===== src/rtl/hpt_pkg.sv =====
package hpt_pkg;

    // entry geometry (behavioural: offsets decoded by the byte updates)
    localparam int WORD_W     = 32;
    localparam int PTE_BYTES  = 8;
    localparam int PTE_SHIFT  = 3;
    localparam int W1_OFF     = 4;
    localparam int R_BYTE_OFF = 6;
    localparam int C_BYTE_OFF = 7;

    // first word fields
    localparam int V_BIT = 31;
    localparam int H_BIT = 6;

    // second word fields
    localparam int R_BIT = 8;
    localparam int C_BIT = 7;

    typedef enum logic [2:0] {
        ST_IDLE,
        ST_RD0,
        ST_RD1,
        ST_SETR,
        ST_SETC
    } walk_state_e;

    typedef struct packed {
        logic [WORD_W-1:0] w0;
        logic [WORD_W-1:0] w1;
    } pte_t;

    function automatic logic [7:0] ref_set_byte(input logic [7:0] b);
        return b | 8'h01;
    endfunction

    function automatic logic [7:0] chg_set_byte(input logic [7:0] b);
        return b | 8'h80;
    endfunction

endpackage


===== src/rtl/hpt_addr_gen.sv =====
module hpt_addr_gen
    import hpt_pkg::*;
#(
    parameter int ADDR_W = 32,
    parameter int VSID_W = 24,
    parameter int PIDX_W = 16,
    parameter int WAYS   = 8,
    localparam int IDX_W     = $clog2(WAYS),
    localparam int GRP_SHIFT = $clog2(WAYS * PTE_BYTES)
) (
    input  logic [VSID_W-1:0] vsid,
    input  logic [PIDX_W-1:0] pidx,
    input  logic              pass,
    input  logic [IDX_W-1:0]  idx,
    input  logic [ADDR_W-1:0] base,
    input  logic [ADDR_W-1:0] mask,
    output logic [ADDR_W-1:0] entry_addr
);
    logic [ADDR_W-1:0] hash_p;
    logic [ADDR_W-1:0] hash_sel;
    logic [ADDR_W-1:0] grp_off;
    logic [ADDR_W-1:0] slot_off;

    always_comb begin
        hash_p     = ADDR_W'(vsid) ^ ADDR_W'(pidx);
        hash_sel   = pass ? ~hash_p : hash_p;
        grp_off    = (hash_sel << GRP_SHIFT) & mask;
        slot_off   = ADDR_W'(idx) << PTE_SHIFT;
        entry_addr = base + grp_off + slot_off;
    end
endmodule


===== src/rtl/hpt_pte_match.sv =====
module hpt_pte_match
    import hpt_pkg::*;
#(
    parameter int VSID_W = 24,
    parameter int API_W  = 6
) (
    input  logic [WORD_W-1:0] w0,
    input  logic [VSID_W-1:0] vsid,
    input  logic [API_W-1:0]  api,
    input  logic              pass,
    output logic              hit
);
    localparam logic [WORD_W-1:0] CMP_MASK =
        ~((WORD_W'(1) << V_BIT) | (WORD_W'(1) << H_BIT));

    logic [WORD_W-1:0] cmp_val;

    always_comb begin
        cmp_val = (WORD_W'(vsid) << (H_BIT + 1)) | WORD_W'(api);
        hit     = w0[V_BIT] && (w0[H_BIT] == pass)
                  && (((w0 ^ cmp_val) & CMP_MASK) == '0);
    end
endmodule


===== src/rtl/hpt_rc_update.sv =====
module hpt_rc_update
    import hpt_pkg::*;
(
    input  logic [15:0] w1_lo,
    input  logic        store,
    output logic        need_r,
    output logic        need_c,
    output logic [7:0]  r_data,
    output logic [7:0]  c_data,
    output logic        write_ok
);
    always_comb begin
        need_r   = !w1_lo[R_BIT];
        need_c   = !w1_lo[C_BIT] && store;
        r_data   = ref_set_byte(w1_lo[15:8]);
        c_data   = chg_set_byte(w1_lo[7:0]);
        write_ok = w1_lo[C_BIT] || store;
    end
endmodule


===== src/rtl/hpt_walker.sv =====
module hpt_walker
    import hpt_pkg::*;
#(
    parameter int ADDR_W = 32,
    parameter int VSID_W = 24,
    parameter int WAYS   = 8,
    parameter int POFF_W = 12,
    parameter int SEG_W  = 4,
    localparam int PIDX_W = ADDR_W - SEG_W - POFF_W,
    localparam int API_W  = PIDX_W - 10,
    localparam int IDX_W  = $clog2(WAYS)
) (
    input  logic              clk,
    input  logic              rst,
    input  logic              req_valid,
    input  logic [VSID_W-1:0] req_vsid,
    input  logic [ADDR_W-1:0] req_ea,
    input  logic              req_store,
    input  logic [ADDR_W-1:0] cfg_base,
    input  logic [ADDR_W-1:0] cfg_mask,
    output logic              busy,
    output logic              rsp_valid,
    output logic              rsp_hit,
    output logic [ADDR_W-1:0] rsp_ent_addr,
    output logic [WORD_W-1:0] rsp_word0,
    output logic [WORD_W-1:0] rsp_word1,
    output logic [ADDR_W-1:0] rsp_real_addr,
    output logic              rsp_write_ok,
    output logic              mem_req,
    output logic              mem_we,
    output logic              mem_byte,
    output logic [ADDR_W-1:0] mem_addr,
    output logic [WORD_W-1:0] mem_wdata,
    input  logic              mem_ack,
    input  logic [WORD_W-1:0] mem_rdata
);
    localparam logic [ADDR_W-1:0] POFF_MASK = (ADDR_W'(1) << POFF_W) - 1'b1;
    localparam logic [IDX_W-1:0]  LAST_IDX  = IDX_W'(WAYS - 1);

    walk_state_e       st_q;
    logic [VSID_W-1:0] vsid_q;
    logic [ADDR_W-1:0] ea_q;
    logic [ADDR_W-1:0] ent_q;
    logic              store_q;
    logic              pass_q;
    logic              hit_q;
    logic [IDX_W-1:0]  idx_q;
    pte_t              pte_q;

    logic [PIDX_W-1:0] pidx;
    logic [API_W-1:0]  api;
    logic [ADDR_W-1:0] cur_addr;
    logic              rd_match;
    logic [15:0]       rc_w1_lo;
    logic              need_r;
    logic              need_c;
    logic [7:0]        r_data;
    logic [7:0]        c_data;
    logic              write_ok;
    logic              xfer;

    assign pidx = ea_q[ADDR_W-SEG_W-1:POFF_W];
    assign api  = pidx[PIDX_W-1 -: API_W];

    hpt_addr_gen #(
        .ADDR_W (ADDR_W),
        .VSID_W (VSID_W),
        .PIDX_W (PIDX_W),
        .WAYS   (WAYS)
    ) u_addr (
        .vsid       (vsid_q),
        .pidx       (pidx),
        .pass       (pass_q),
        .idx        (idx_q),
        .base       (cfg_base),
        .mask       (cfg_mask),
        .entry_addr (cur_addr)
    );

    hpt_pte_match #(
        .VSID_W (VSID_W),
        .API_W  (API_W)
    ) u_match (
        .w0   (mem_rdata),
        .vsid (vsid_q),
        .api  (api),
        .pass (pass_q),
        .hit  (rd_match)
    );

    // second word comes from the bus while it is being read, else from the hold register
    assign rc_w1_lo = (st_q == ST_RD1) ? mem_rdata[15:0] : pte_q.w1[15:0];

    hpt_rc_update u_rc (
        .w1_lo    (rc_w1_lo),
        .store    (store_q),
        .need_r   (need_r),
        .need_c   (need_c),
        .r_data   (r_data),
        .c_data   (c_data),
        .write_ok (write_ok)
    );

    // memory master: one transfer per state, held until acknowledged
    always_comb begin
        mem_req   = 1'b0;
        mem_we    = 1'b0;
        mem_byte  = 1'b0;
        mem_addr  = '0;
        mem_wdata = '0;
        case (st_q)
            ST_RD0: begin
                mem_req  = 1'b1;
                mem_addr = cur_addr;
            end
            ST_RD1: begin
                mem_req  = 1'b1;
                mem_addr = ent_q + ADDR_W'(W1_OFF);
            end
            ST_SETR: begin
                mem_req   = 1'b1;
                mem_we    = 1'b1;
                mem_byte  = 1'b1;
                mem_addr  = ent_q + ADDR_W'(R_BYTE_OFF);
                mem_wdata = WORD_W'(r_data);
            end
            ST_SETC: begin
                mem_req   = 1'b1;
                mem_we    = 1'b1;
                mem_byte  = 1'b1;
                mem_addr  = ent_q + ADDR_W'(C_BYTE_OFF);
                mem_wdata = WORD_W'(c_data);
            end
            default: ;
        endcase
    end

    assign xfer = mem_req && mem_ack;

    always_ff @(posedge clk) begin
        if (rst) begin
            st_q      <= ST_IDLE;
            rsp_valid <= 1'b0;
            hit_q     <= 1'b0;
            vsid_q    <= '0;
            ea_q      <= '0;
            ent_q     <= '0;
            store_q   <= 1'b0;
            pass_q    <= 1'b0;
            idx_q     <= '0;
            pte_q     <= '0;
        end else begin
            rsp_valid <= 1'b0;
            case (st_q)
                ST_IDLE: begin
                    if (req_valid) begin
                        vsid_q  <= req_vsid;
                        ea_q    <= req_ea;
                        store_q <= req_store;
                        pass_q  <= 1'b0;
                        idx_q   <= '0;
                        hit_q   <= 1'b0;
                        st_q    <= ST_RD0;
                    end
                end
                ST_RD0: begin
                    if (xfer) begin
                        if (rd_match) begin
                            pte_q.w0 <= mem_rdata;
                            ent_q    <= cur_addr;
                            hit_q    <= 1'b1;
                            st_q     <= ST_RD1;
                        end else if (idx_q != LAST_IDX) begin
                            idx_q <= idx_q + 1'b1;
                        end else if (!pass_q) begin
                            pass_q <= 1'b1;
                            idx_q  <= '0;
                        end else begin
                            st_q      <= ST_IDLE;
                            rsp_valid <= 1'b1;
                        end
                    end
                end
                ST_RD1: begin
                    if (xfer) begin
                        pte_q.w1 <= mem_rdata;
                        if (need_r) begin
                            st_q <= ST_SETR;
                        end else if (need_c) begin
                            st_q <= ST_SETC;
                        end else begin
                            st_q      <= ST_IDLE;
                            rsp_valid <= 1'b1;
                        end
                    end
                end
                ST_SETR: begin
                    if (xfer) begin
                        if (need_c) begin
                            st_q <= ST_SETC;
                        end else begin
                            st_q      <= ST_IDLE;
                            rsp_valid <= 1'b1;
                        end
                    end
                end
                ST_SETC: begin
                    if (xfer) begin
                        st_q      <= ST_IDLE;
                        rsp_valid <= 1'b1;
                    end
                end
                default: st_q <= ST_IDLE;
            endcase
        end
    end

    assign busy          = (st_q != ST_IDLE);
    assign rsp_hit       = hit_q;
    assign rsp_ent_addr  = ent_q;
    assign rsp_word0     = pte_q.w0;
    assign rsp_word1     = pte_q.w1;
    assign rsp_real_addr = (ADDR_W'(pte_q.w1) & ~POFF_MASK) | (ea_q & POFF_MASK);
    assign rsp_write_ok  = hit_q && write_ok;

endmodule


===== config.mk =====
export PLATFORM = sky130hd
export DESIGN_NAME = hpt_walker
export DESIGN_NICKNAME = d
export VERILOG_FILES = /design/src/rtl/hpt_pkg.sv /design/src/rtl/hpt_addr_gen.sv /design/src/rtl/hpt_pte_match.sv /design/src/rtl/hpt_rc_update.sv /design/src/rtl/hpt_walker.sv
export SDC_FILE = /design/constraint.sdc
export NUM_CORES = 1
export LEC_CHECK = 0
export ABC_AREA = 1
export BUFFER_PORTS_ARGS = -buffer_cell sky130_fd_sc_hd__buf_2
export CORE_MARGIN = 3
export CORE_UTILIZATION = 53
export DETAILED_ROUTE_END_ITERATION = 12
export MAX_ROUTING_LAYER = met4
export PLACE_DENSITY_LB_ADDON = 0.12
export SYNTH_ARGS = -nofsm -noshare
export SYNTH_HDL_FRONTEND = slang
export SYNTH_SLANG_ARGS = --single-unit

===== constraint.sdc =====
create_clock -name clk -period 3.25 [get_ports clk]
set_input_delay 0 -clock clk [delete_from_list [all_inputs] [get_ports clk]]
set_output_delay 0 -clock clk [all_outputs]
set_load 0.05 [all_outputs]

==> summary.md <==
| Metric | Value |
|---|---|
| Outcome | complete, no violations |
| Fin nets | ~2,500 |
| Final core utilization | a little under 70% |
| WL final | roughly 47,000 µm |
| Num ports | approximately 360 |
| Worst clock skew | about 15 ps |
| Clk sinks | about 160 |
| HPWL after DPL | ~35,000 µm |
| Synth Flop Type | dfxtp_1 |
| P_sw | around 4500 µW |
| Vias in the first global route | around 14,000 |
| Drt drc | 0 |
| Final Hold Fails | 0 |
| Synth top area share | 26.50% |
| Min Tclk post-route | 3061 ps |
| Relative slew slack | between 50% and 60% |
| Startpoint class of the critical path | register |
| Total global routing overflow | 0 |
| Cell Pwr Density | ~610 mW/mm² |
| Req. time, crit path | between 3000 and 4000 ps |
| HP Class | primary input to register |
| Synthesized instance count | about 2,000 |
| Clock transition at the registers of the reported paths | about 70 ps |
| Comb pwr share | a little over half |
| Leakage | ~0.008 µW |
| Final setup viols | 0 |
| Largest net degree at the start of global routing | 54 |
| Setup ws final | roughly 190 ps |
| Flops & latches, synth | between 150 and 200 |
| First-pass GRT wire length | 72,060 µm |
| Crit path capture type | output pin |
| Clock Latency Late Sink | approximately 440 ps |
| Most numerous cell in the Yosys netlist | nand2_1 |
| Register share of total power | 25.8% |
| Die width | about 160 µm |
| WHS Path Cells | 4 |
| Arrival time of the worst setup path | between 3000 and 4000 ps |
| # rows | 54 |
| Total global routing track utilization | 38.35% |
| Die height | 156.1 µm |
| Post-synth top cells | 478 x nand2_1, 325 x nor2_1, 233 x inv_1 |
| Final worst-path cycle share | a little over nine tenths |
| Cell accounting for the most synthesized area | dfxtp_1 |
| H-tree levels | 4 |
| # port buffers | 321 |
| CORE AREA | about 0.022 mm² |
| Post-DR vias/cell | 5.547 |
| Max-cap violations | 0 |
| Die footprint | around 0.024 mm² |
| TritonCTS Buffers | 17 |
| GP Congestion | a little over 1 |
| Post-Syn Area | roughly 0.012 mm² |
| WS Path Type | register to output pin |
| Syn-to-layout area delta | 26.55% |
| Int Power | between 4000 and 5000 µW |
| Via count | between 10,000 and 15,000 |
| VDD IR max | ~0.37 mV |
| Post-synth ARST share | 0% |
| Measured slew at the worst slew-check pin | 617.0 ps |
| DP Worst Slack | 487.4 ps |
| Clock Tree Buf Depth | 2 |
| Reg2reg path depth | 14 |
| CTS tree | yes |
| Starting density of the core | 54.35% |
| Max FO, Critical Path | 4 |
| Synth Area per Inst | between 5 and 6 µm² |
| Layout cells sized above 1 | about 18% |
| Synth cell types | 45 |
| 1st-pass router iterations | 5 |
| Routed WL per cell | between 15 and 20 µm |
| Clock power share | a little over a fifth |
| RSZ-0062 raised after global routing | yes |
| Post-synth EDFFs | 0 |
| Root Driver | clkbuf_16 |
| Synth top area cells | dfxtp_1 27%, nand2_1 15%, nor2_1 10%, o21ai_0 7.5%, inv_1 7.3% |
| Number of antenna violations at the first check in global routing | 4 |
| Switching Fraction | around half |
| Post-DRT Antenna Nets | 0 |
| Seq/Total Area, Yosys | 26.50% |
| Iter 0 DRT Violations | approximately 1,300 |
| Max-slew violation count | 0 |
| Synth warnings | 0 |
| Fmax | around 330 MHz |
final timing paths:
path / from / end / slack, ps
worst min-delay path: cfg_base[3] / rsp_ent_addr[3] / 20
worst max-delay path: vsid_q[4] / mem_addr[23] / 190
worst max register to register: vsid_q[4] / rsp_ent_addr[31] / 750
worst min register to register: store_q / store_q / 480
sequential cells by signal (all words and copies together), names as in the netlist:
register      count
ea_q             28
idx_q             3
pass_q            1
rsp_ent_addr     32
rsp_hit           1
rsp_valid         1
rsp_word0        32
rsp_word1        32
st_q              3
store_q           1
vsid_q           24
worst max-delay path, stage by stage, from the launching register on:
cell and delay (ps):
dfxtp_1 350, xnor2_1 240, xor2_1 200, nor2_1 80
ha_1 330, a21oi_1 230, inv_1 80, o21ai_0 160
nand3_1 190, nand2_1 130, nand3_1 70, nand2_1 150
nand2_1 70, nand3b_1 90, buf_2 260
cell usage in the layout, fill, tap and decap left out, types with 36 or more instances in the layout:
cell type / netlist / layout
dlygate4sd3_1: 0 / 91
o21ai_1: 33 / 36
nand2_1: 478 / 478
nand3_1: 116 / 116
buf_2: 24 / 312
nor2_1: 325 / 319
inv_1: 233 / 231
o21ai_0: 178 / 175
dfxtp_1: 158 / 157
a21oi_1: 126 / 121
area by class of cell:
class / instances / area, µm²
inverters: 244 / 919.6
clock buffers: 19 / 442.9
multi-input cells: 1490 / 7273
diodes: 5 / 12.51
repair buffers: 437 / 2819
clock inverters: 13 / 122.6
flip-flops and latches: 158 / 3164
well taps: 280 / 350.3
fillers: 1948 / 6854
per-layer routing:
layer	GRT usage, %	wire, µm	vias to the layer above
met5	-	0	-
met4	18.88	2586	0
met3	5.798	4176	174
met2	64.43	22750	811
met1	44.68	17250	6653
li1	-	-	7039
power groups by stage:
stage          combinational [µW]  clock [µW]  sequential, µW
2_1_floorplan                3400           0            2370
3_3_place_gp                 4540           0            2410
3_5_place_dp                 4580           0            2420
4_1_cts                      4690        2020            2370
5_1_grt                      5270        2090            2400
6_report                     4830        2010            2390
cell families (layout without fill, tap and decap cells):
| kind of cell | after synthesis | in the layout | synth area share, % |
|---|---|---|---|
| AOI/OAI and AO/OA | 379 | 379 | 16.85 |
| adders and majority gates | 36 | 36 | 3.837 |
| DFF | 158 | 158 | 26.50 |
| buffers and inverters | 367 | 713 | 13.90 |
| other | 1 | 29 | 0.03142 |
| and+or+nand+nor | 993 | 993 | 34.63 |
| xor gates and xnor gates | 58 | 58 | 4.256 |
repair_timing:
action	4_1_cts	5_1_grt
setup buffers	0	1
hold buffers	91	0
endpoints found under the hold margin	123	0
setup endpoints to repair	0	17
gates resized for setup	0	25
through the flow:
step                cell area (µm²)  total power (µW)  setup TNS [ps]  hold slack, ps  cells
detailed placement            13530              6994               0           227.0   2517
floorplan                     12020              5768               0           69.07   2015
CTS                           15010              9077               0           6.282   2640
global route                  15100              9771          -7.868           30.72   2645
finish                        15100              9233               0           18.61   2646
global placement              13530              6950               0           221.8   2517
Note: power is estimated with default switching activity, not from simulation.
